===== config.mk =====
export PLATFORM = sky130hd
export DESIGN_NAME = palloc_top
export DESIGN_NICKNAME = d
export VERILOG_FILES = /design/src/rtl/palloc_pkg.sv /design/src/rtl/palloc_ptrs.sv /design/src/rtl/palloc_table.sv /design/src/rtl/palloc_router.sv /design/src/rtl/palloc_top.sv
export SDC_FILE = /design/constraint.sdc
export NUM_CORES = 1
export LEC_CHECK = 0
export BUFFER_PORTS_ARGS = -buffer_cell sky130_fd_sc_hd__buf_2
export CAP_MARGIN = 40
export CORE_ASPECT_RATIO = 1.5
export CORE_MARGIN = 2
export CORE_UTILIZATION = 58
export CTS_CLUSTER_DIAMETER = 30
export DETAILED_ROUTE_END_ITERATION = 8
export GPL_TIMING_DRIVEN = 1
export HOLD_SLACK_MARGIN = 0.12
export PLACE_DENSITY = 0.82
export SLEW_MARGIN = 20
export SYNTH_ARGS = -nofsm -noshare
export SYNTH_HDL_FRONTEND = slang
export SYNTH_HIERARCHICAL = 1
export SYNTH_SLANG_ARGS = --single-unit

===== constraint.sdc =====
create_clock -name clk -period 5.2 [get_ports clk]
set_input_delay 1.04 -clock clk [delete_from_list [all_inputs] [get_ports clk]]
set_output_delay 1.04 -clock clk [all_outputs]
set_load 0.1 [all_outputs]

===== src/rtl/palloc_pkg.sv =====
// Shared definitions for the peripheral allocator.
// Assumes: nothing beyond IEEE 1800-2017.
package palloc_pkg;

    // Outcome of a routing request in the current cycle.
    typedef enum logic [1:0] {
        RT_NONE   = 2'd0,
        RT_DRIVE  = 2'd1,
        RT_REJECT = 2'd2
    } route_e;

endpackage


===== src/rtl/palloc_ptrs.sv =====
// Free-pointer unit: decides the base and first line for an incoming
// descriptor and advances the running pointers when a value is chosen
// automatically. Assumes CNT_W <= IRQ_W, and that init and an accepted
// descriptor never occur in the same cycle (the top blocks ready).
module palloc_ptrs #(
    parameter int ADDR_W = 32,
    parameter int IRQ_W  = 5,
    parameter int CNT_W  = 4,
    parameter logic [ADDR_W-1:0] DEF_BASE = '0,
    parameter int DEF_IRQ = 1
) (
    input  logic              clk,
    input  logic              rst_n,
    input  logic              init_valid,
    input  logic [ADDR_W-1:0] init_base,
    input  logic [IRQ_W-1:0]  init_irq,
    input  logic              take,
    input  logic [ADDR_W-1:0] req_base,
    input  logic [ADDR_W-1:0] req_size,
    input  logic [IRQ_W-1:0]  req_irq,
    input  logic [CNT_W-1:0]  req_cnt,
    output logic [ADDR_W-1:0] asg_base,
    output logic [IRQ_W-1:0]  asg_irq,
    output logic [ADDR_W-1:0] free_base,
    output logic [IRQ_W-1:0]  free_irq
);

    logic auto_base;
    logic auto_irq;

    // Pick requested or automatic values for the descriptor on the inputs.
    always_comb begin
        auto_base = (req_base == '0);
        auto_irq  = (req_irq == '0) && (req_cnt != '0);
        asg_base  = auto_base ? free_base : req_base;
        asg_irq   = auto_irq  ? free_irq  : req_irq;
    end

    // Running pointers: reset, reload on init, advance on automatic choice.
    always_ff @(posedge clk) begin
        if (!rst_n) begin
            free_base <= DEF_BASE;
            free_irq  <= IRQ_W'(DEF_IRQ);
        end else if (init_valid) begin
            free_base <= init_base;
            free_irq  <= init_irq;
        end else if (take) begin
            if (auto_base) free_base <= free_base + req_size;
            if (auto_irq)  free_irq  <= free_irq + IRQ_W'(req_cnt);
        end
    end

endmodule


===== src/rtl/palloc_table.sv =====
// Descriptor table: append-only storage in arrival order with one read
// port for software-side inspection and one for the interrupt router.
// Positions at or beyond the fill count read as all zeros.
// Assumes the writer only asserts wr_en when full is low.
module palloc_table #(
    parameter int N_ENTRIES = 4,
    parameter int ADDR_W    = 32,
    parameter int ID_W      = 8,
    parameter int IRQ_W     = 5,
    parameter int CNT_W     = 4,
    localparam int IDX_W    = (N_ENTRIES > 1) ? $clog2(N_ENTRIES) : 1,
    localparam int CNTE_W   = $clog2(N_ENTRIES + 1)
) (
    input  logic              clk,
    input  logic              rst_n,
    input  logic              wr_en,
    input  logic [ID_W-1:0]   wr_id,
    input  logic [ADDR_W-1:0] wr_base,
    input  logic [ADDR_W-1:0] wr_size,
    input  logic [IRQ_W-1:0]  wr_irq,
    input  logic [CNT_W-1:0]  wr_cnt,
    input  logic [IDX_W-1:0]  rd_idx,
    input  logic [IDX_W-1:0]  rt_idx,
    output logic [CNTE_W-1:0] count,
    output logic              full,
    output logic              rd_valid,
    output logic [ID_W-1:0]   rd_id,
    output logic [ADDR_W-1:0] rd_base,
    output logic [ADDR_W-1:0] rd_size,
    output logic [IRQ_W-1:0]  rd_irq,
    output logic [CNT_W-1:0]  rd_cnt,
    output logic [IRQ_W-1:0]  rt_irq,
    output logic [CNT_W-1:0]  rt_cnt
);

    logic [ID_W-1:0]   ids   [N_ENTRIES];
    logic [ADDR_W-1:0] bases [N_ENTRIES];
    logic [ADDR_W-1:0] sizes [N_ENTRIES];
    logic [IRQ_W-1:0]  irqs  [N_ENTRIES];
    logic [CNT_W-1:0]  cnts  [N_ENTRIES];

    assign full = (int'(count) >= N_ENTRIES);

    // Fill count: grows by one per appended descriptor.
    always_ff @(posedge clk) begin
        if (!rst_n)                count <= '0;
        else if (wr_en && !full)   count <= count + 1'b1;
    end

    // One storage slot per position; only the tail slot is written.
    for (genvar i = 0; i < N_ENTRIES; i++) begin : g_slot
        always_ff @(posedge clk) begin
            if (!rst_n) begin
                ids[i]   <= '0;
                bases[i] <= '0;
                sizes[i] <= '0;
                irqs[i]  <= '0;
                cnts[i]  <= '0;
            end else if (wr_en && !full && (int'(count) == i)) begin
                ids[i]   <= wr_id;
                bases[i] <= wr_base;
                sizes[i] <= wr_size;
                irqs[i]  <= wr_irq;
                cnts[i]  <= wr_cnt;
            end
        end
    end

    // Inspection port: masked to zero outside the filled range.
    always_comb begin
        rd_valid = (int'(rd_idx) < int'(count));
        rd_id    = rd_valid ? ids[rd_idx]   : '0;
        rd_base  = rd_valid ? bases[rd_idx] : '0;
        rd_size  = rd_valid ? sizes[rd_idx] : '0;
        rd_irq   = rd_valid ? irqs[rd_idx]  : '0;
        rd_cnt   = rd_valid ? cnts[rd_idx]  : '0;
    end

    // Router port: an empty position reports a count of zero.
    always_comb begin
        if (int'(rt_idx) < int'(count)) begin
            rt_irq = irqs[rt_idx];
            rt_cnt = cnts[rt_idx];
        end else begin
            rt_irq = '0;
            rt_cnt = '0;
        end
    end

endmodule


===== src/rtl/palloc_router.sv =====
// Interrupt router: translates (first line + local index) into one bit of
// a registered global vector, rejecting indices outside the entry's count
// or past the top of the vector, and flags a rejection for one cycle.
// Assumes ent_first/ent_cnt are already the requester's table values.
module palloc_router
    import palloc_pkg::*;
#(
    parameter int NUM_LINES = 32,
    parameter int IRQ_W     = 5,
    parameter int CNT_W     = 4,
    localparam int SUM_W    = ((IRQ_W > CNT_W) ? IRQ_W : CNT_W) + 1
) (
    input  logic                 clk,
    input  logic                 rst_n,
    input  logic                 req_valid,
    input  logic [CNT_W-1:0]     req_local,
    input  logic                 req_level,
    input  logic [IRQ_W-1:0]     ent_first,
    input  logic [CNT_W-1:0]     ent_cnt,
    output logic [NUM_LINES-1:0] lines,
    output logic                 err
);

    logic [SUM_W-1:0] target;
    route_e           outcome;

    // Classify the request and compute the global line it names.
    always_comb begin
        target = SUM_W'(ent_first) + SUM_W'(req_local);
        if (!req_valid)
            outcome = RT_NONE;
        else if ((req_local >= ent_cnt) || (int'(target) >= NUM_LINES))
            outcome = RT_REJECT;
        else
            outcome = RT_DRIVE;
    end

    // One register per global line, written only when it is the target.
    for (genvar j = 0; j < NUM_LINES; j++) begin : g_line
        always_ff @(posedge clk) begin
            if (!rst_n)
                lines[j] <= 1'b0;
            else if ((outcome == RT_DRIVE) && (int'(target) == j))
                lines[j] <= req_level;
        end
    end

    // Rejection flag, high for exactly the cycle after a bad request.
    always_ff @(posedge clk) begin
        if (!rst_n) err <= 1'b0;
        else        err <= (outcome == RT_REJECT);
    end

endmodule


===== src/rtl/palloc_top.sv =====
// Peripheral allocator top: accepts descriptors over valid/ready, assigns
// address windows and interrupt runs where zero was requested, keeps them
// in arrival order, and routes local interrupt requests to a global vector.
// Assumes NUM_LINES is a power of two and CNT_W <= IRQ_W.
module palloc_top #(
    parameter int N_ENTRIES = 4,
    parameter int ADDR_W    = 32,
    parameter int ID_W      = 8,
    parameter int NUM_LINES = 32,
    parameter int CNT_W     = 4,
    parameter logic [ADDR_W-1:0] DEF_BASE = 32'h1000_0000,
    parameter int DEF_IRQ   = 1,
    localparam int IRQ_W    = $clog2(NUM_LINES),
    localparam int IDX_W    = (N_ENTRIES > 1) ? $clog2(N_ENTRIES) : 1,
    localparam int CNTE_W   = $clog2(N_ENTRIES + 1)
) (
    input  logic                 clk,
    input  logic                 rst_n,
    input  logic                 init_valid,
    input  logic [ADDR_W-1:0]    init_base,
    input  logic [IRQ_W-1:0]     init_irq,
    input  logic                 reg_valid,
    output logic                 reg_ready,
    input  logic [ID_W-1:0]      reg_id,
    input  logic [ADDR_W-1:0]    reg_base,
    input  logic [ADDR_W-1:0]    reg_size,
    input  logic [IRQ_W-1:0]     reg_irq,
    input  logic [CNT_W-1:0]     reg_cnt,
    output logic [CNTE_W-1:0]    entry_count,
    output logic [ADDR_W-1:0]    free_base,
    output logic [IRQ_W-1:0]     free_irq,
    input  logic [IDX_W-1:0]     rd_idx,
    output logic                 rd_valid,
    output logic [ID_W-1:0]      rd_id,
    output logic [ADDR_W-1:0]    rd_base,
    output logic [ADDR_W-1:0]    rd_size,
    output logic [IRQ_W-1:0]     rd_irq,
    output logic [CNT_W-1:0]     rd_cnt,
    input  logic                 irq_req_valid,
    input  logic [IDX_W-1:0]     irq_req_entry,
    input  logic [CNT_W-1:0]     irq_req_local,
    input  logic                 irq_req_level,
    output logic [NUM_LINES-1:0] irq_lines,
    output logic                 irq_err
);

    logic              tbl_full;
    logic              take;
    logic [ADDR_W-1:0] asg_base;
    logic [IRQ_W-1:0]  asg_irq;
    logic [IRQ_W-1:0]  rt_irq;
    logic [CNT_W-1:0]  rt_cnt;

    // Handshake: blocked while full or while the pointers are being reloaded.
    assign reg_ready = !tbl_full && !init_valid;
    assign take      = reg_valid && reg_ready;

    palloc_ptrs #(
        .ADDR_W   (ADDR_W),
        .IRQ_W    (IRQ_W),
        .CNT_W    (CNT_W),
        .DEF_BASE (DEF_BASE),
        .DEF_IRQ  (DEF_IRQ)
    ) u_ptrs (
        .clk        (clk),
        .rst_n      (rst_n),
        .init_valid (init_valid),
        .init_base  (init_base),
        .init_irq   (init_irq),
        .take       (take),
        .req_base   (reg_base),
        .req_size   (reg_size),
        .req_irq    (reg_irq),
        .req_cnt    (reg_cnt),
        .asg_base   (asg_base),
        .asg_irq    (asg_irq),
        .free_base  (free_base),
        .free_irq   (free_irq)
    );

    palloc_table #(
        .N_ENTRIES (N_ENTRIES),
        .ADDR_W    (ADDR_W),
        .ID_W      (ID_W),
        .IRQ_W     (IRQ_W),
        .CNT_W     (CNT_W)
    ) u_table (
        .clk      (clk),
        .rst_n    (rst_n),
        .wr_en    (take),
        .wr_id    (reg_id),
        .wr_base  (asg_base),
        .wr_size  (reg_size),
        .wr_irq   (asg_irq),
        .wr_cnt   (reg_cnt),
        .rd_idx   (rd_idx),
        .rt_idx   (irq_req_entry),
        .count    (entry_count),
        .full     (tbl_full),
        .rd_valid (rd_valid),
        .rd_id    (rd_id),
        .rd_base  (rd_base),
        .rd_size  (rd_size),
        .rd_irq   (rd_irq),
        .rd_cnt   (rd_cnt),
        .rt_irq   (rt_irq),
        .rt_cnt   (rt_cnt)
    );

    palloc_router #(
        .NUM_LINES (NUM_LINES),
        .IRQ_W     (IRQ_W),
        .CNT_W     (CNT_W)
    ) u_router (
        .clk       (clk),
        .rst_n     (rst_n),
        .req_valid (irq_req_valid),
        .req_local (irq_req_local),
        .req_level (irq_req_level),
        .ent_first (rt_irq),
        .ent_cnt   (rt_cnt),
        .lines     (irq_lines),
        .err       (irq_err)
    );

endmodule


# After elaboration in Yosys (flattened, before gate mapping)
# Memory sizes are Yosys's and may differ from the RTL's.
# Index checks and enable logic that the tools add are counted.
# classes
n_addsub	4
n_lt_le_gt_ge	5
n_eq_ne	36
muxes	50
bitwise_logic	20
reduce_logical	53
# op_table
cell	n
two-way mux 32 bit	14
equality test 6 bit (second input constant)	16
two-way mux 5 bit	10
equality test 6 x 5 -> 1 bit (second input constant)	8
logical AND 1 bit	40
two-way mux 8 bit	5
adder 32 bit	1
zero test 32 bit	1
equality test 6 x 4 -> 1 bit (second input constant)	4
two-way mux 4 bit	6
OR 1 bit	20
two-way mux 1 bit	13
equality test 6 x 3 -> 1 bit (second input constant)	2
adder 5 x 4 -> 6 bit	1
equality test 3 bit (second input constant)	2
equality test 6 x 2 -> 1 bit (second input constant)	1
>= comparator 6 bit (second input constant)	1
zero test 6 bit	1
< comparator 2 x 3 -> 1 bit	2
nonzero test 2 bit	3
adder 5 x 4 -> 5 bit	1
zero test 5 bit	1
>= comparator 4 bit	1
two-way mux 2 bit	2
10 further kinds	12
# word_totals
register_bits	73
mem_bits_rw	324
inputBits	132
out_inout_bits	156
word_cells	209
n_memories	5
# memory_table
memory	words	width	rd	rd_clocked_by_memory_dff	write_ports	line	text
u_table.bases	4	32	1	0	4	palloc_table.sv:37	logic [ADDR_W-1:0] bases [N_ENTRIES];
u_table.sizes	4	32	1	0	4	palloc_table.sv:38	logic [ADDR_W-1:0] sizes [N_ENTRIES];
u_table.ids	4	8	1	0	4	palloc_table.sv:36	logic [ID_W-1:0] ids [N_ENTRIES];
u_table.irqs	4	5	2	0	4	palloc_table.sv:39	logic [IRQ_W-1:0] irqs [N_ENTRIES];
u_table.cnts	4	4	2	0	4	palloc_table.sv:40	logic [CNT_W-1:0] cnts [N_ENTRIES];

# Logic depth before layout (Yosys ltp)
# Gate-level depths: netlist (run 1).
# logic_depth
word_depth	10
mapped_depth	14
depth_no_buf	12

# By module
# Netlist (run 1), hierarchy kept.
# by_module_without_submodules
module	n_inst	cells_per_inst	area_per_inst_um2	seq_area_each_um2
palloc_table	1	941	15280.9	9789.4
palloc_ptrs	1	464	3616.0	740.7
palloc_router	1	194	1806.7	660.6
palloc_top	1	2	16.3	0.0

# Worst setup path before layout (run 1)
# Ideal clock, no wire load.
# synth_timing
kind	flip-flop to output port
startpoint	reg u_table.count[1]
endpoint	out rd_cnt[0]
arrival_time_ps	4168
t_required_ps	4160
setup_slack_ps	-8
path_stages_with_launch	7
path_buffers	2
cell_sequence	dfxtp_1 inv_1 ha_1 a21o_1 buf_4 buf_6 a21boi_0
# synth_between
elab_chain_len	2
# synth_lines
element	line	text
start: declaration	palloc_table.sv:24	output logic [CNTE_W-1:0] count,
start signal: assignment	palloc_table.sv:47	else if (wr_en && !full) count <= count + 1'b1;
< comparator 2 x 3 -> 1 bit	palloc_table.sv:71	rd_valid = (int'(rd_idx) < int'(count));
two-way mux 4 bit	palloc_table.sv:76	rd_cnt = rd_valid ? cnts[rd_idx] : '0;
end: declaration	palloc_top.sv:38	output logic [CNT_W-1:0] rd_cnt,
# Every way passes these cells.

# Worst setup path in the final report (run 1)
# layout_timing
startpoint	in rd_idx[0]
endpoint	out rd_size[6]
# layout_between
elab_chain_len	2
word_cells_on_any_way	3
classes_between	order compare: 1; mux: 1; memory: 1
# layout_lines
element	line	text
start: declaration	palloc_top.sv:32	input logic [IDX_W-1:0] rd_idx,
< comparator 2 x 3 -> 1 bit or memory (4 x 32 bit) (tied branches)	n/a	
two-way mux 32 bit *	palloc_table.sv:74	rd_size = rd_valid ? sizes[rd_idx] : '0;
end: declaration	palloc_top.sv:36	output logic [ADDR_W-1:0] rd_size,
# Every way passes the cells marked *; elsewhere a longest branch is shown, timed or not.

==> results of run 1 <==
stage by stage:
| stage | cells | utilization (%) | setup TNS [ns] |
|---|---|---|---|
| 3_3_place_gp | 2279 | 64.0 | 0 |
| 2_1_floorplan | 1601 | - | -0.600 |
| 3_5_place_dp | 2282 | 64.2 | 0 |
| 6_report | 2384 | 69.4 | 0 |
| 5_1_grt | 2383 | 69.4 | 0 |
| 4_1_cts | 2379 | 69.4 | 0 |
metal layers:
metal / GRT usage, % / vias to the layer above / routed length [um]
met5: 0 / - / 56
met4: 13.6 / 8 / 2680
met3: 6.35 / 144 / 5020
met2: 52.5 / 770 / 29300
met1: 38.2 / 7198 / 21200
li1: - / 6507 / -
cell families after synthesis:
group	count (synthesis)	synth area share, %
AND/OR/NAND/NOR	550	15.6
flip-flops	397	54.0
AO/OA/AOI/OAI	307	10.6
buffers and inverters	134	3.47
multiplexers	125	11.5
adder cells (fa/ha/maj)	53	3.31
XOR/XNOR	35	1.55
flip-flops by register name, indices dropped and copies added, names as in the netlist:
name,flops
u_table/irqs,20
u_table/ids,32
u_table/sizes,128
u_router/err,1
u_table/count,3
u_ptrs/free_base,32
u_table/bases,128
u_table/cnts,16
u_ptrs/free_irq,5
u_router/lines,32
synth_stat cells (3+ instances only):
cell type / number / area share, %
and2_1: 327 / 9.9
edfxtp_1: 324 / 47
a21boi_0: 92 / 3.3
mux4_2: 90 / 9.8
nand2_1: 78 / 1.4
dfxtp_1: 73 / 7.1
a21o_1: 55 / 2.0
a21oi_1: 50 / 1.2
ha_1: 50 / 3.0
clkbuf_1: 40 / 0.72
nand3_1: 39 / 0.94
nor2_1: 36 / 0.65
mux2i_1: 35 / 1.7
buf_2: 25 / 0.60
clkbuf_2: 24 / 0.58
inv_1: 23 / 0.42
o21ai_0: 23 / 0.56
xnor2_1: 21 / 0.89
buf_6: 20 / 1.1
a211oi_1: 12 / 0.43
xor2_1: 12 / 0.51
a22oi_1: 10 / 0.36
nor4_1: 10 / 0.30
o22ai_1: 10 / 0.30
a222oi_1: 9 / 0.43
nor3_1: 9 / 0.22
nor3_2: 8 / 0.39
nor2b_1: 7 / 0.21
o21bai_1: 7 / 0.25
nand4_1: 6 / 0.18
nand2b_1: 5 / 0.15
o21a_1: 5 / 0.18
nand3_2: 4 / 0.19
o221ai_1: 4 / 0.17
a221oi_1: 3 / 0.13
a311oi_1: 3 / 0.13
and3_1: 3 / 0.091
fa_1: 3 / 0.29
nor3b_4: 3 / 0.27
o211ai_1: 3 / 0.11
tightest hold or removal path, delay by kind of cell (launching register included):
kind / cells / cell delay [ns]
and+or+nand+nor: 1 / 0.05
muxes: 1 / 0.05
DFF: 1 / 0.30
area by class of cell:
class	instances	area, sq um	share of cell area [%]
clock inverters	36	447	1.83
clock buffers	61	1380	5.65
repair buffers	320	1820	7.47
flip-flops and latches	397	11200	45.9
diodes	4	10.0	0.0411
inverters	23	86.3	0.354
multi-input cells	1070	8850	36.3
well taps	473	592	2.43
power groups by stage:
stage / clock (uW) / sequential, uW / combinational (uW)
floorplan: 0 / 3850 / 879
global placement: 0 / 3710 / 1340
detailed placement: 0 / 3730 / 1360
CTS: 3720 / 3660 / 1370
global route: 3860 / 3670 / 1440
finish: 3690 / 3660 / 1380
worst paths after layout:
check,from,depth (start not counted),slack [ns],to
max reg2reg,u_table/count[2]$_SDFFE_PN0P_,10,1.70,u_router/lines[17]$_SDFFE_PN0P_
max,rd_idx[0],5,1.0,rd_size[6]
min,u_router/lines[14]$_SDFFE_PN0P_,2,0.45,u_router/lines[14]$_SDFFE_PN0P_
min reg2reg,u_router/lines[14]$_SDFFE_PN0P_,2,0.45,u_router/lines[14]$_SDFFE_PN0P_
==> run metrics, run 1 <==
outcome=finished clean; CP Buf/Inv Count=3; post-layout min period=4.20 ns; post-DP HPWL=38400 um; TritonCTS Buffers=52; achievable frequency=roughly 0.24 GHz; CP max FO=between 40 and 50; RD Place Congestion=0.959; most common cell after layout, fill and taps aside=and2_1; CP Capture Type=output pin; nets=2049; Slew @ Worst Pin=0.871 ns; Vert. Die Dim=roughly 240 um; DRC viols=0; DRT iter0 DRCs=about 1500; drt wl/cell=24.4 um; Yosys cell types=between 70 and 80; total power=just under 9000 uW; cts repair resizes=0; max_cap viols=0; Cells after Synth=between 1500 and 2000; combinational share of power=15.8%; Filler cells=2524; die area=37300 sq um; CP required=4.16 ns; fin area=24400 sq um; P_leak=about 0.010 uW; most frequent cells in the layout=327 x and2_1, 324 x edfxtp_1, 285 x buf_2, 90 x mux4_2, 85 x a21boi_0; initial core utilization=between 50% and 60%; unrepaired setup endpoints after global routing=false; worst setup margin=0.998 ns; GRT Total Usage=31.0%; Clk pin slew, worst setup/hold paths=approximately 0.060 ns; antenna viol nets, final=0; Area Overhead vs Synth=17.6%; CTS Root Cell=clkbuf_16; Clock power frac=42.3%; share of layout cells above drive strength 1=28.3%; Ports=288; post-place instance area=22500 sq um; Pint=6260 uW; power per standard cell area=roughly 360 nW/um^2; VDD IR max=0.265 mV; Top delay family on crit path=buffers and inverters; CP max stage cell=buf_2; initial antenna violation count=8; largest net degree at the start of global routing=82; CP cell instances=buf_4, buf_12, mux4_2, a21boi_0, buf_2; hold buffers post-CTS=0; worst rel slew slack=41.7%; final WL=58300 um; Setup-failing EPs final=0; Worst Setup Start Kind=input port; Tcrit/Tclk final=80.8%; vias in the first global route=roughly 15000; CTS tree=built; synthesized cell area=a little over 20000 sq um; Clock Sink Count=approximately 400; Synth Flop Type=edfxtp_1; worst setup skew after layout=about 0.017 ns; synthesized area per cell=12.9 sq um; register area share after synthesis=54.0%; syn_nets=1786; ys async rst share=0%; row count=84; Avg Vias per Cell=6.14; Worst path max stage delay=roughly 0.5 ns; htree depth=2; count of state elements after synthesis=397; worst-skew pair later-pin latency=around 0.57 ns; first-pass GRT wire length=86200 um; dpl ws=0.977 ns; Core Region=35100 sq um; total grt overflow=0; switch share=28.3%; Critical Path AT=approximately 3.2 ns; P_sw=2470 uW; Pins Over Slew Limit=0; Hold Slack=0.454 ns; Hold Violations, Final=0; total setup buffers inserted after CTS=0; Crit Path Class=input port to output pin; Max clock buf depth=3; vias post-DR=14627; YS warnings=6; Buffers on Ports=287; sequential share of power=a little over two fifths; Hold/Removal Path Class=flop to flop; DRT Pass-1 Iters=6; Die Width=around 160 um; Post-synth EDFFs=324
Note: power is estimated with default switching activity, not from simulation.
==> run 2, diff against run 1 <==
--- a/config.mk
+++ b/config.mk
@@ -5,16 +5,17 @@
 export SDC_FILE = /design/constraint.sdc
 export NUM_CORES = 1
 export LEC_CHECK = 0
+export ABC_AREA = 1
 export BUFFER_PORTS_ARGS = -buffer_cell sky130_fd_sc_hd__buf_2
 export CAP_MARGIN = 40
 export CORE_ASPECT_RATIO = 1.5
 export CORE_MARGIN = 2
-export CORE_UTILIZATION = 58
+export CORE_UTILIZATION = 59
 export CTS_CLUSTER_DIAMETER = 30
 export DETAILED_ROUTE_END_ITERATION = 8
 export GPL_TIMING_DRIVEN = 1
 export HOLD_SLACK_MARGIN = 0.12
-export PLACE_DENSITY = 0.82
+export PLACE_DENSITY = 0.83
 export SLEW_MARGIN = 20
 export SYNTH_ARGS = -nofsm -noshare
 export SYNTH_HDL_FRONTEND = slang
==> constraint.sdc (replaced) <==
create_clock -name clk -period 4.2 [get_ports clk]
set_input_delay 0.84 -clock clk [delete_from_list [all_inputs] [get_ports clk]]
set_output_delay 0.84 -clock clk [all_outputs]
set_load 0.1 [all_outputs]
==> run 2 against run 1 <==
  * Clock skew is 0.0039 ns higher
  * First-iteration DRC count is 65% higher
  * Wire length is 24% higher
  * Die area is 7.4% higher
  * Critical path depth is 4 higher
  * Clock power is 32% higher
  * Synthesized cell count is 84% higher
==> run metrics, run 2 <==
Buffers on Ports=between 200 and 300; max_cap viols=0; Synth top area share=42.9%; total setup buffers inserted after CTS=0; WL met1=25100 um; power per standard cell area=433 nW/um^2; outcome=finished clean; CTS Root Cell=clkbuf_16; total power=12000 uW; Hold Violations, Final=0; vias post-DR=20985; DRT Pass-1 Iters=6; Hold Slack=0.483 ns; post-layout min period=3.65 ns; largest net degree at the start of global routing=~160; CTS tree=built; Pins Over Slew Limit=0; count of state elements after synthesis=397; synthesized area per cell=7.70 sq um; register area share after synthesis=between 40% and 50%; CP max FO=50; Yosys cell types=44; hold wc startpoint=u_router/lines[9]$_SDFFE_PN0P_; Worst path max stage delay=between 0.5 and 0.6 ns; post-DP HPWL=47000 um; Tcrit/Tclk final=roughly 87%; Avg Vias per Cell=5.61; syn_nets=around 3100; YS warnings=6; largest registers=u_table/bases: 128 flops, u_table/sizes: 128 flops; WL met3=between 7000 and 8000 um; synth cell count leaders=700 x nand2_1, 588 x inv_1, 472 x nor2_1, 324 x edfxtp_1, 262 x nand3_1; vias in the first global route=21094; Synth Flop Type=edfxtp_1; final std cells w/o fill=3743; Area Overhead vs Synth=21.7%; Core Region=38200 sq um; Setup-failing EPs final=0; total grt overflow=0; Most Frequent Cell on Critical Path=inv_1; first-pass GRT wire length=110000 um; RD Place Congestion=0.970; Die Width=164 um; worst setup skew after layout=~0.021 ns; Inst Count DP=3634; Worst Setup Start Kind=flop; Reg2Reg Setup Slack=0.76 ns; setup tns final=0 ns; VDD IR max=0.355 mV; Post-synth EDFFs=324; CP max stage cell=buf_4; unrepaired setup endpoints after global routing=false; Max clock buf depth=3; most frequent cells in the layout=696 x nand2_1, 588 x inv_1, 472 x nor2_1, 324 x edfxtp_1, 262 x nand3_1; Reg2Reg Depth=16; htree depth=2; cts repair resizes=0; Clock Sink Count=397; die area=40100 sq um; final WL=72300 um; Reg-to-Reg End=u_router/lines[2]$_SDFFE_PN0P_; Ports=288; synthesized cell area=about 23000 sq um; ys async rst share=0%; CP required=between 3 and 4 ns; wire length on met2=35500 um; Cells after Synth=between 2000 and 3000; most common cell after layout, fill and taps aside=nand2_1; Vert. Die Dim=244 um; final core utilization=72.3%; P_leak=0.0135 uW; CP cell instances=inv_1, ha_1, inv_1, nor2_1, nand2_1, nand2_4, buf_4, a21oi_1, buf_12; worst-skew pair later-pin latency=0.60 ns; max layer used=met5; hold buffers post-CTS=0; CP Capture Type=output pin; Critical Path AT=2.81 ns; initial core utilization=59.4%; Crit Path Class=flop to output pin; DRC viols=0; top-count cell post-synth=nand2_1; row count=88; Hold/Removal Path Class=flop to flop; initial antenna violation count=1; Filler cells=2806; Slew @ Worst Pin=0.823 ns; largest area contributor in the netlist=edfxtp_1; GRT Total Usage=35.7%; DRT iter0 DRCs=between 2000 and 2500; hold endpoint=u_router/lines[9]$_SDFFE_PN0P_; antenna viol nets, final=0; reg2reg start=u_table/count[1]$_SDFFE_PN0P_; TritonCTS Buffers=a little under 60; hold depth=2; worst rel slew slack=45.2%; nets=3384; share of layout cells above drive strength 1=14.3%; drt wl/cell=~19 um; achievable frequency=0.274 GHz; Area contributors post-synth=edfxtp_1 43%, nand2_1 12%, inv_1 9.7%; Clk pin slew, worst setup/hold paths=0.05 ns
## run 2: changes by cell type after synthesis, sizes merged, moves of 92 or more
cell	delta
a21boi	-92
a21oi	+128
and2	-325
inv	+573
nand2	+631
nand3	+223
nor2	+444
## run 2: metal layers
metal  global-route usage [%]  vias up
li1                         -     9684
met1                     42.0     9614
met2                     60.6     1393
met3                     5.89      292
met4                     22.0        2
met5                        0        -
## run 2: layout make-up
| class | count | area [sq um] | area share [%] |
|---|---|---|---|
| multi-input cells | 1821 | 8410 | 30.5 |
| repair buffers | 323 | 3170 | 11.5 |
| inverters | 598 | 2250 | 8.16 |
| clock inverters | 44 | 474 | 1.72 |
| clock buffers | 64 | 1500 | 5.42 |
| diodes | 1 | 2.50 | 0.00906 |
| flip-flops and latches | 397 | 11200 | 40.5 |
| well taps | 495 | 619 | 2.24 |
## run 2: logic make-up (layout without fill, tap and decap cells)
| logic type | Yosys count | after routing | synth area share [%] |
|---|---|---|---|
| other cells | 0 | 1 | 0 |
| compound gates | 254 | 254 | 5.86 |
| fa+ha+maj | 53 | 53 | 3.02 |
| xor+xnor | 17 | 17 | 0.690 |
| simple gates | 1497 | 1497 | 27.3 |
| buf+inv | 728 | 1029 | 13.7 |
| flops | 397 | 397 | 49.3 |
## run 2: worst max path at each step
| stage | cells after the start | slack, ns | to | from |
|---|---|---|---|---|
| after CTS | 9 | 0.55 | rd_base[24] | u_table/count[1]$_SDFFE_PN0P_ |
| after global routing | 9 | 0.42 | rd_base[29] | u_table/count[1]$_SDFFE_PN0P_ |
| final | 9 | 0.55 | rd_base[24] | u_table/count[1]$_SDFFE_PN0P_ |
| after floorplan | 8 | -0.1 | rd_cnt[0] | u_table/count[1]$_SDFFE_PN0P_ |
| after detailed placement | 16 | 0.39 | u_router/lines[25]$_SDFFE_PN0P_ | irq_req_entry[1] |
| after global placement | 16 | 0.50 | u_router/lines[27]$_SDFFE_PN0P_ | irq_req_entry[1] |
## run 2: critical path, delay by kind of cell (launching register included)
family	cells	cell delay [ns]
buf+inv	4	0.98
flops	1	0.38
fa+ha+maj	1	0.31
simple gates	3	0.27
compound gates	1	0.23
## run 2: through the flow
| stage | area, sq um | setup WS (ns) |
|---|---|---|
| 2_1_floorplan | 22700 | -0.0981 |
| 3_3_place_gp | 25500 | 0.504 |
| 3_5_place_dp | 25600 | 0.394 |
| 4_1_cts | 27600 | 0.546 |
| 5_1_grt | 27600 | 0.424 |
| 6_report | 27600 | 0.546 |
## run 2: power by group
part / switching (uW) / internal (uW) / leakage [uW]
clock: 1890 / 2980 / 0.000941
sequential: 92.9 / 4450 / 0.00397
combinational: 1860 / 689 / 0.00855
